==> src/rtl/mdio_scan_pkg.sv <==
package mdio_scan_pkg;

  localparam int PHY_AW     = 5;
  localparam int REG_AW     = 5;
  localparam int DATA_W     = 16;
  localparam int DATA_IW    = $clog2(DATA_W);
  localparam int PRE_LEN    = 32;
  localparam int TA_BITS    = 2;
  localparam int HDR_BITS   = 4 + PHY_AW + REG_AW;
  localparam int HDR_IW     = $clog2(HDR_BITS);
  localparam int DRIVE_BITS = PRE_LEN + HDR_BITS;
  localparam int FRAME_BITS = DRIVE_BITS + TA_BITS + DATA_W;
  localparam int FRAME_IW   = $clog2(FRAME_BITS + 1);

  localparam logic [1:0] SOF_CODE = 2'b01;
  localparam logic [1:0] OP_READ  = 2'b10;

  typedef enum logic [2:0] {
    SC_IDLE,
    SC_REQ1,
    SC_WAIT1,
    SC_REQ2,
    SC_WAIT2
  } scan_state_e;

  // Header bits that follow the preamble, sent left to right.
  function automatic logic [HDR_BITS-1:0] read_header(
    input logic [PHY_AW-1:0] phy,
    input logic [REG_AW-1:0] regn
  );
    return {SOF_CODE, OP_READ, phy, regn};
  endfunction

  // Value driven during bit period idx of a read frame.
  function automatic logic frame_bit(
    input logic [FRAME_IW-1:0] idx,
    input logic [HDR_BITS-1:0] hdr
  );
    logic [HDR_IW-1:0] pos;
    if (idx < FRAME_IW'(PRE_LEN)) begin
      return 1'b1;
    end
    if (idx < FRAME_IW'(DRIVE_BITS)) begin
      pos = HDR_IW'(DRIVE_BITS - 1 - int'(idx));
      return hdr[pos];
    end
    return 1'b1;
  endfunction

  // A status word of all ones means nobody answered.
  function automatic logic link_up(
    input logic [DATA_W-1:0]  st,
    input logic [DATA_IW-1:0] bitpos
  );
    return (st != '1) && st[bitpos];
  endfunction

endpackage

==> src/rtl/mdio_mdc_gen.sv <==
module mdio_mdc_gen #(
  parameter int HALF_DIV = 50
) (
  input  logic clk,
  input  logic rst_n,
  output logic mdc,
  output logic rise_tick,
  output logic fall_tick
);
  localparam int CW = (HALF_DIV > 1) ? $clog2(HALF_DIV) : 1;

  logic [CW-1:0] cnt_q;
  logic          mdc_q;

  wire wrap = (cnt_q == CW'(HALF_DIV - 1));

  always_ff @(posedge clk) begin
    if (!rst_n) begin
      cnt_q <= '0;
      mdc_q <= 1'b0;
    end else if (wrap) begin
      cnt_q <= '0;
      mdc_q <= ~mdc_q;
    end else begin
      cnt_q <= cnt_q + 1'b1;
    end
  end

  // Strobes mark the clock edge at which mdc changes level.
  assign rise_tick = wrap && !mdc_q;
  assign fall_tick = wrap && mdc_q;
  assign mdc       = mdc_q;

endmodule

==> src/rtl/mdio_read_frame.sv <==
module mdio_read_frame
  import mdio_scan_pkg::*;
(
  input  logic              clk,
  input  logic              rst_n,
  input  logic              rise_tick,
  input  logic              fall_tick,
  input  logic              req,
  input  logic [PHY_AW-1:0] phy_addr,
  input  logic [REG_AW-1:0] reg_addr,
  input  logic              mdio_i,
  output logic              mdio_o,
  output logic              mdio_oe,
  output logic              rd_done,
  output logic [DATA_W-1:0] rd_data
);
  localparam logic [FRAME_IW-1:0] LAST_IDX     = FRAME_IW'(FRAME_BITS - 1);
  localparam logic [FRAME_IW-1:0] DRIVE_END    = FRAME_IW'(DRIVE_BITS);
  localparam logic [FRAME_IW-1:0] SAMPLE_START = FRAME_IW'(DRIVE_BITS + TA_BITS);

  logic                active_q;
  logic                armed_q;
  logic [FRAME_IW-1:0] idx_q;
  logic [HDR_BITS-1:0] hdr_q;
  logic [DATA_W-1:0]   shift_q;
  logic                done_q;
  logic                out_q;
  logic                oe_q;

  wire launch   = !active_q && req;
  wire bit_fall = active_q && fall_tick;
  wire bit_rise = active_q && armed_q && rise_tick;
  wire in_data  = (idx_q >= SAMPLE_START);
  wire last_bit = (idx_q == LAST_IDX);

  always_ff @(posedge clk) begin
    if (!rst_n) begin
      active_q <= 1'b0;
      armed_q  <= 1'b0;
      idx_q    <= '0;
      hdr_q    <= '0;
      shift_q  <= '0;
      done_q   <= 1'b0;
      out_q    <= 1'b1;
      oe_q     <= 1'b0;
    end else begin
      done_q <= 1'b0;
      if (launch) begin
        active_q <= 1'b1;
        armed_q  <= 1'b0;
        idx_q    <= '0;
        hdr_q    <= read_header(phy_addr, reg_addr);
      end
      if (bit_fall) begin
        armed_q <= 1'b1;
        out_q   <= frame_bit(idx_q, hdr_q);
        oe_q    <= (idx_q < DRIVE_END);
      end
      if (bit_rise) begin
        if (in_data) begin
          shift_q <= {shift_q[DATA_W-2:0], mdio_i};
        end
        if (last_bit) begin
          active_q <= 1'b0;
          armed_q  <= 1'b0;
          done_q   <= 1'b1;
        end else begin
          idx_q <= idx_q + 1'b1;
        end
      end
    end
  end

  assign mdio_o  = out_q;
  assign mdio_oe = oe_q;
  assign rd_done = done_q;
  assign rd_data = shift_q;

endmodule

==> src/rtl/mdio_scan_ctrl.sv <==
module mdio_scan_ctrl
  import mdio_scan_pkg::*;
#(
  parameter int LINK_BIT = 2
) (
  input  logic              clk,
  input  logic              rst_n,
  input  logic              start,
  input  logic              rd_done,
  input  logic [DATA_W-1:0] rd_data,
  output logic              rd_req,
  output logic [PHY_AW-1:0] cur_addr,
  output logic              busy,
  output logic              done,
  output logic              found,
  output logic [PHY_AW-1:0] sel_addr
);
  localparam logic [DATA_IW-1:0] LINK_POS  = DATA_IW'(LINK_BIT);
  localparam logic [PHY_AW-1:0]  LAST_ADDR = '1;

  scan_state_e       st_q;
  logic [PHY_AW-1:0] addr_q;
  logic [PHY_AW-1:0] sel_q;
  logic              done_q;
  logic              found_q;

  wire accept_start = (st_q == SC_IDLE) && start;
  wire verdict      = (st_q == SC_WAIT2) && rd_done;
  wire hit          = verdict && link_up(rd_data, LINK_POS);
  wire exhausted    = verdict && !hit && (addr_q == LAST_ADDR);
  wire advance      = verdict && !hit && (addr_q != LAST_ADDR);

  always_ff @(posedge clk) begin
    if (!rst_n) begin
      st_q    <= SC_IDLE;
      addr_q  <= '0;
      sel_q   <= '0;
      done_q  <= 1'b0;
      found_q <= 1'b0;
    end else begin
      unique case (st_q)
        SC_IDLE: begin
          if (accept_start) begin
            addr_q  <= '0;
            sel_q   <= '0;
            done_q  <= 1'b0;
            found_q <= 1'b0;
            st_q    <= SC_REQ1;
          end
        end
        SC_REQ1:  st_q <= SC_WAIT1;
        SC_WAIT1: if (rd_done) st_q <= SC_REQ2;
        SC_REQ2:  st_q <= SC_WAIT2;
        SC_WAIT2: begin
          if (hit) begin
            sel_q   <= addr_q;
            found_q <= 1'b1;
            done_q  <= 1'b1;
            st_q    <= SC_IDLE;
          end else if (exhausted) begin
            done_q <= 1'b1;
            st_q   <= SC_IDLE;
          end else if (advance) begin
            addr_q <= addr_q + 1'b1;
            st_q   <= SC_REQ1;
          end
        end
        default: st_q <= SC_IDLE;
      endcase
    end
  end

  assign rd_req   = (st_q == SC_REQ1) || (st_q == SC_REQ2);
  assign cur_addr = addr_q;
  assign busy     = (st_q != SC_IDLE);
  assign done     = done_q;
  assign found    = found_q;
  assign sel_addr = sel_q;

endmodule

==> src/rtl/mdio_link_scan.sv <==
module mdio_link_scan
  import mdio_scan_pkg::*;
#(
  parameter int CLK_DIV    = 50,
  parameter int STATUS_REG = 1,
  parameter int LINK_BIT   = 2
) (
  input  logic              clk,
  input  logic              rst_n,
  input  logic              start,
  output logic              mdc,
  output logic              mdio_o,
  output logic              mdio_oe,
  input  logic              mdio_i,
  output logic              busy,
  output logic              done,
  output logic              found,
  output logic [PHY_AW-1:0] phy_addr
);
  localparam logic [REG_AW-1:0] STATUS_ADDR = REG_AW'(STATUS_REG);

  logic              rise_tick;
  logic              fall_tick;
  logic              rd_req;
  logic              rd_done;
  logic [DATA_W-1:0] rd_data;
  logic [PHY_AW-1:0] cur_addr;

  mdio_mdc_gen #(
    .HALF_DIV(CLK_DIV)
  ) u_mdc (
    .clk      (clk),
    .rst_n    (rst_n),
    .mdc      (mdc),
    .rise_tick(rise_tick),
    .fall_tick(fall_tick)
  );

  mdio_read_frame u_frame (
    .clk      (clk),
    .rst_n    (rst_n),
    .rise_tick(rise_tick),
    .fall_tick(fall_tick),
    .req      (rd_req),
    .phy_addr (cur_addr),
    .reg_addr (STATUS_ADDR),
    .mdio_i   (mdio_i),
    .mdio_o   (mdio_o),
    .mdio_oe  (mdio_oe),
    .rd_done  (rd_done),
    .rd_data  (rd_data)
  );

  mdio_scan_ctrl #(
    .LINK_BIT(LINK_BIT)
  ) u_ctrl (
    .clk     (clk),
    .rst_n   (rst_n),
    .start   (start),
    .rd_done (rd_done),
    .rd_data (rd_data),
    .rd_req  (rd_req),
    .cur_addr(cur_addr),
    .busy    (busy),
    .done    (done),
    .found   (found),
    .sel_addr(phy_addr)
  );

endmodule

==> config.mk <==
export PLATFORM = sky130hd
export DESIGN_NAME = mdio_link_scan
export DESIGN_NICKNAME = d
export VERILOG_FILES = /design/src/rtl/mdio_scan_pkg.sv /design/src/rtl/mdio_mdc_gen.sv /design/src/rtl/mdio_read_frame.sv /design/src/rtl/mdio_scan_ctrl.sv /design/src/rtl/mdio_link_scan.sv
export SDC_FILE = /design/constraint.sdc
export NUM_CORES = 1
export LEC_CHECK = 0
export BUFFER_PORTS_ARGS = -buffer_cell sky130_fd_sc_hd__buf_2
export CORE_ASPECT_RATIO = 1.4
export CORE_MARGIN = 2
export CORE_UTILIZATION = 46
export DETAILED_ROUTE_END_ITERATION = 16
export PLACE_DENSITY = 0.65
export SYNTH_ARGS = -nofsm -noshare
export SYNTH_HDL_FRONTEND = slang
export SYNTH_HIERARCHICAL = 1
export SYNTH_SLANG_ARGS = --single-unit
==> constraint.sdc <==
create_clock -name clk -period 1.84 [get_ports clk]
set_input_delay 0.368 -clock clk [delete_from_list [all_inputs] [get_ports clk]]
set_output_delay 0.368 -clock clk [all_outputs]
set_load 0.02 [all_outputs]
# ---- After elaboration in Yosys (flattened, before gate mapping)
# Index checks and enable logic that the tools add are counted.
dict set report word_totals {
  latchBits 0
  mem_bits_ro 0
  input_bits 4
  output_inout_bits 11
  ramBits 0
  regBits 57
  n_memories 0
}
dict set report op_classes {
  reduce_logical 27
  n_shift 0
  n_lt_le_gt_ge 4
  n_mux 43
  div_mod_pow 0
  eq_ne 17
  add_sub_neg 4
  n_bitwise 2
  mul 0
}
# operator n
set ops {}
lappend ops {{5-bit two-way mux} 5}
lappend ops {{1-bit two-way mux} 24}
lappend ops {{7-bit two-way mux} 3}
lappend ops {{5-bit one-hot mux with 2 select lines} 2}
lappend ops {{16-bit != test (second input constant)} 1}
lappend ops {{3-bit two-way mux} 5}
lappend ops {{3-bit one-hot mux with 5 select lines} 1}
lappend ops {{7-bit by 6-bit < comparator with 1-bit output (second input constant)} 2}
lappend ops {{1-bit logical AND} 13}
lappend ops {{3-bit AND reduction} 3}
lappend ops {{7-bit by 1-bit adder with 7-bit output (second input constant)} 1}
lappend ops {{7-bit by 6-bit equality test with 1-bit output (second input constant)} 1}
lappend ops {{7-bit by 6-bit greater-or-equal comparator with 1-bit output (second input constant)} 1}
lappend ops {{6-bit by 1-bit adder with 6-bit output (second input constant)} 1}
lappend ops {{3-bit by 2-bit equality test with 1-bit output (second input constant)} 2}
lappend ops {{6-bit equality test (second input constant)} 1}
lappend ops {{2-bit by 1-bit != test with 1-bit output (second input constant)} 3}
lappend ops {{2-bit != test (second input constant)} 3}
lappend ops {{5-bit by 1-bit adder with 5-bit output (second input constant)} 1}
lappend ops {{5-bit equality test (second input constant)} 1}
lappend ops {{4-bit by 5-bit < comparator with 1-bit output (second input constant)} 1}
lappend ops {{5-bit != test (second input constant)} 1}
lappend ops {{5-bit AND reduction} 1}
lappend ops {{1-bit binary-select mux with 4-bit select} 1}
lappend ops {{other kinds (14)} 19}

# ---- Depth between registers and ports, before layout
dict set report depth {
  word_depth 10
  depth_mapped 10
  mapped_depth_nobuf 8
}

# ---- By module
# The synthesis kept the hierarchy.
# module instances area_per_inst_um2 seq_area_each_um2 cells_per_inst
set by_module_without_submodules {}
lappend by_module_without_submodules {mdio_read_frame 1 1697.9 780.7 200}
lappend by_module_without_submodules {mdio_scan_ctrl 1 742.0 300.3 74}
lappend by_module_without_submodules {mdio_mdc_gen 1 305.3 140.1 35}
lappend by_module_without_submodules {mdio_link_scan 1 7.5 0.0 2}

# ---- Worst setup path before layout
# No wires, ideal clock.
dict set report synth_path {
  kind {register -> register}
  start {register u_ctrl.addr_q[0] (netlist: u_ctrl/cur_addr[0])}
  end {register u_ctrl.addr_q[1] (netlist: u_ctrl/cur_addr[1])}
  arrival_time_ps 1607
  path_stages_with_launch 7
  path_slack_ps 107
  n_path_buf 0
  synth_period_minus_slack_ps 1733
  path_cell_list {dfxtp_1 -> ha_1 -> and3_1 -> ha_1 -> nor4_2 -> a21oi_1 -> mux2i_1}
}
dict set report synth_via {
  elab_chain_cells 5
}
# element line
set synth_lines {}
lappend synth_lines {{start, declared} mdio_scan_ctrl.sv:22} ;# logic [PHY_AW-1:0] addr_q;
lappend synth_lines {{start signal, assigned} mdio_scan_ctrl.sv:64} ;# addr_q <= addr_q + 1'b1;
lappend synth_lines {{5-bit by 1-bit adder with 5-bit output} mdio_scan_ctrl.sv:64}
lappend synth_lines {{5-bit two-way mux} mdio_scan_ctrl.sv:63} ;# end else if (advance) begin
lappend synth_lines {{5-bit two-way mux} mdio_scan_ctrl.sv:60} ;# end else if (exhausted) begin
lappend synth_lines {{5-bit two-way mux} mdio_scan_ctrl.sv:55} ;# if (hit) begin
lappend synth_lines {{5-bit one-hot mux with 2 select lines} mdio_scan_ctrl.sv:41} ;# unique case (st_q)
# Parallel ways exist; a longest one is shown, timed or not. The select of a mux whose other input is x is not followed.
# A chain may end at the register's enable or synchronous reset.

# ---- Final worst setup path
dict set report layout_path {
  start {register u_ctrl.addr_q[0] (netlist: u_ctrl/cur_addr[0])}
  end {register u_ctrl.addr_q[3] (netlist: u_ctrl/cur_addr[3])}
}
# Same word-level chain as after synthesis.

==> reports/summary.txt <==
status: finished clean
clock latency on the worst-skew pair: 0.33 ns
startpoint types: register
TritonCTS buffer count: 9
Critical Path Slowest Stage Cell: dfxtp_1
Routed Antenna Nets: 0
Synth Cell Area: 0.002753 sq mm
Slew Viols, Final: 0
fin crit share: 0.9350
buffer and inverter count on the worst path: 1
clock network fraction of design power: 0.468
largest net degree at the start of global routing: 46
H-tree levels: 3
post-route insts no fill: 417
Worst-path clk slew: 0.07 ns
R2R Setup Slk: 0.12 ns
critical path class: reg2reg
critical path depth: 7
PortBufs: 14
Seq pwr share: 0.483
top cells by area, synth: dfxtp_1 44%, nand2_1 8.9%, a21boi_0 6.3%, ha_1 3.6%, mux2i_1 2.5%
maximum vdd ir drop: 458.1 uV
layout cells sized above 1: 0.1729
Initial Util: 0.4728
Yosys cell types: 57
pre-CTS WS: 0.1474 ns
worst r2r dst: u_ctrl/cur_addr[3]
critical path, cell by cell: ha_1, and3_1, ha_1, nor4_2, buf_4, nand3_1, mux2i_1
Final min period: 1.720 ns
routability cong.: 0.7963
delay-heaviest family, CP: simple AND/OR/NAND/NOR gates
class of the worst hold path: in2reg
HPWL after DPL: 3.799 mm
CP required: 2.05 ns
First-pass DRT Iterations: 5
area occupied by multi-input gates: 0.001453 sq mm
Clock Root Buffer: clkbuf_8
CP peak stage delay: 0.31 ns
post-route setup slack: 0.1197 ns
YS warnings: 6
Area Overhead vs Synth: 17.86%
EDFF count, synth: 0
CTS tree: built
Die Ht: 95.53 um
largest area contributor in the netlist: dfxtp_1
most frequent cell after synthesis: nand2_1
Max Clk Rate: 581.3 MHz
pwr dens: 872.7 mW/mm^2
CP Capture Type: register
Critical Path Fanout Max: 5
overall via count from detail_route: 2233
Hold Vio Cnt, Final: 0
FF+latch area: 0.001221 sq mm
RR Startpoint: u_ctrl/cur_addr[0]
die area: 0.006628 sq mm
wire per inst: 13.15 um
total clock sinks: 61
ys flop type: dfxtp_1
R2R depth: 7
FP Rows: 33
vias per cell: 5.355
Syn Area/Cell: 8.851 sq um
Post-synth top cells: 65 x nand2_1, 61 x dfxtp_1, 23 x a21boi_0
number of top-level pins: 15
unrepaired setup endpoints after global routing: no
GRT Total Usage: 0.1799
Nets: 354
DP Cell Count: 401
switching share of power: 0.2109
Synth top area share: 0.4436
Die X-Extent: 69.38 um
setup tns final: 0 ns
P_leak: 0.001294 uW
Post-Route WL: 5.485 mm
clock skew: 0.008343 ns
Async S/R FF share, synth: 0
crit path launch: u_ctrl/cur_addr[0]
WP data arrival: 1.93 ns
Sw Pwr: 597.0 uW
Final setup viols: 0
Detailed Route Iter0 Violations: 96
Comb power frac: 0.049
Int Power: 2234 uW
ant diodes: 0
antenna violations before repair: 0
Core Area: 0.005822 sq mm
Mapped Cells: 311
Fillers: 515
first-pass GRT wire length: 9.473 mm
vias in the first global route: 2203
synthesized flop and latch total: 61
DRC viols: 0
sequential area share after synthesis: 0.4436
Clock Path Buffers: 2
most used cell along the critical path: ha_1
grt total ovfl: 0
Max Cap Viol: 0
Setup crit end: u_ctrl/cur_addr[3]
-- per-layer routing --
layer	vias up	share of wire	GRT usage
li1	1138	-	-
met1	1058	0.46	0.2023
met2	31	0.50	0.3181
met3	6	0.024	0.03277
met4	0	0.016	0.1062
met5	-	0	0
-- power by group through the flow --
stage | Combinational, uW | Clock (uW) | Sequential (uW)
floorplan | 109 | 0 | 1380
global placement | 138 | 0 | 1400
detailed placement | 140 | 0 | 1400
CTS | 141 | 1370 | 1370
global route | 157 | 1430 | 1370
finish | 139 | 1330 | 1370
-- area by class of cell --
cell class	instances	area share
multi-input cells	232	0.4477
flip-flops and latches	61	0.3764
repair buffers	30	0.07019
clock buffers	12	0.04782
well taps	70	0.02700
clock inverters	4	0.02160
inverters	8	0.009256
-- worst register-to-register path, cell delays in order, from the launching register on --
cell and delay (ns):
dfxtp_1 0.31, ha_1 0.22, and3_1 0.19, ha_1 0.19, nor4_2 0.26, buf_4 0.19, nand3_1 0.11, mux2i_1 0.13
-- cell usage in the layout (no fill, tap or decap), types with 8 or more instances in the layout --
| cell | n |
|---|---|
| a21boi_0 | 23 |
| buf_4 | 13 |
| nand3_1 | 10 |
| nand4_1 | 8 |
| inv_1 | 8 |
| buf_2 | 14 |
| dfxtp_1 | 61 |
| ha_1 | 8 |
| clkbuf_8 | 11 |
| nor2_1 | 17 |
| nand2_1 | 65 |
| nor2b_1 | 8 |
| o21ai_0 | 8 |
-- sequential cells by signal (all words and copies together), names as in the netlist, 3 cells and up --
| register | flops |
|---|---|
| u_mdc/cnt_q | 6 |
| u_ctrl/cur_addr | 5 |
| u_ctrl/sel_addr | 5 |
| u_frame/rd_data | 16 |
| u_ctrl/st_q | 3 |
| u_frame/idx_q | 7 |
| u_frame/hdr_q | 11 |
-- through the flow --
| step | total power (uW) | utilization | hold WS, ns | area, sq um |
|---|---|---|---|---|
| 4_1_cts | 2875 | 0.5566 | 0.2848 | 3241 |
| 2_1_floorplan | 1491 | - | 0.4349 | 2764 |
| 3_5_place_dp | 1535 | 0.5179 | 0.4456 | 3015 |
| 6_report | 2831 | 0.5573 | 0.2974 | 3244 |
| 3_3_place_gp | 1533 | 0.5179 | 0.4353 | 3015 |
| 5_1_grt | 2952 | 0.5573 | 0.3026 | 3244 |
-- repair_timing --
item | in CTS | in global routing
gates resized for setup | 0 | 1
hold buffers | 0 | 0
setup endpoints to repair | 0 | 3
setup buffers | 0 | 0
-- cells by family (layout without fill, tap and decap cells) --
logic type / count (synthesis) / count (layout) / share of synthesized area
AO/OA/AOI/OAI: 70 / 70 / 0.1896
adder cells (fa/ha/maj): 8 / 8 / 0.03637
buffers and inverters: 21 / 54 / 0.03409
AND/OR/NAND/NOR: 135 / 135 / 0.2400
flip-flops: 61 / 61 / 0.4436
XOR/XNOR: 5 / 5 / 0.01591
other: 2 / 5 / 0.002728
multiplexers: 9 / 9 / 0.03773
-- how the worst min path moves through the flow --
stage	cells after the start	endpoint	from	slack (ns)
floorplan	2	u_frame/rd_data[15]	u_frame/rd_data[15]	0.43
global placement	1	u_ctrl/found	u_ctrl/found	0.44
detailed placement	1	u_ctrl/found	u_ctrl/found	0.45
CTS	3	u_frame/rd_data[0]	mdio_i	0.28
global route	3	u_frame/rd_data[0]	mdio_i	0.30
finish	3	u_frame/rd_data[0]	mdio_i	0.30
(Power assumes the default switching activity.)
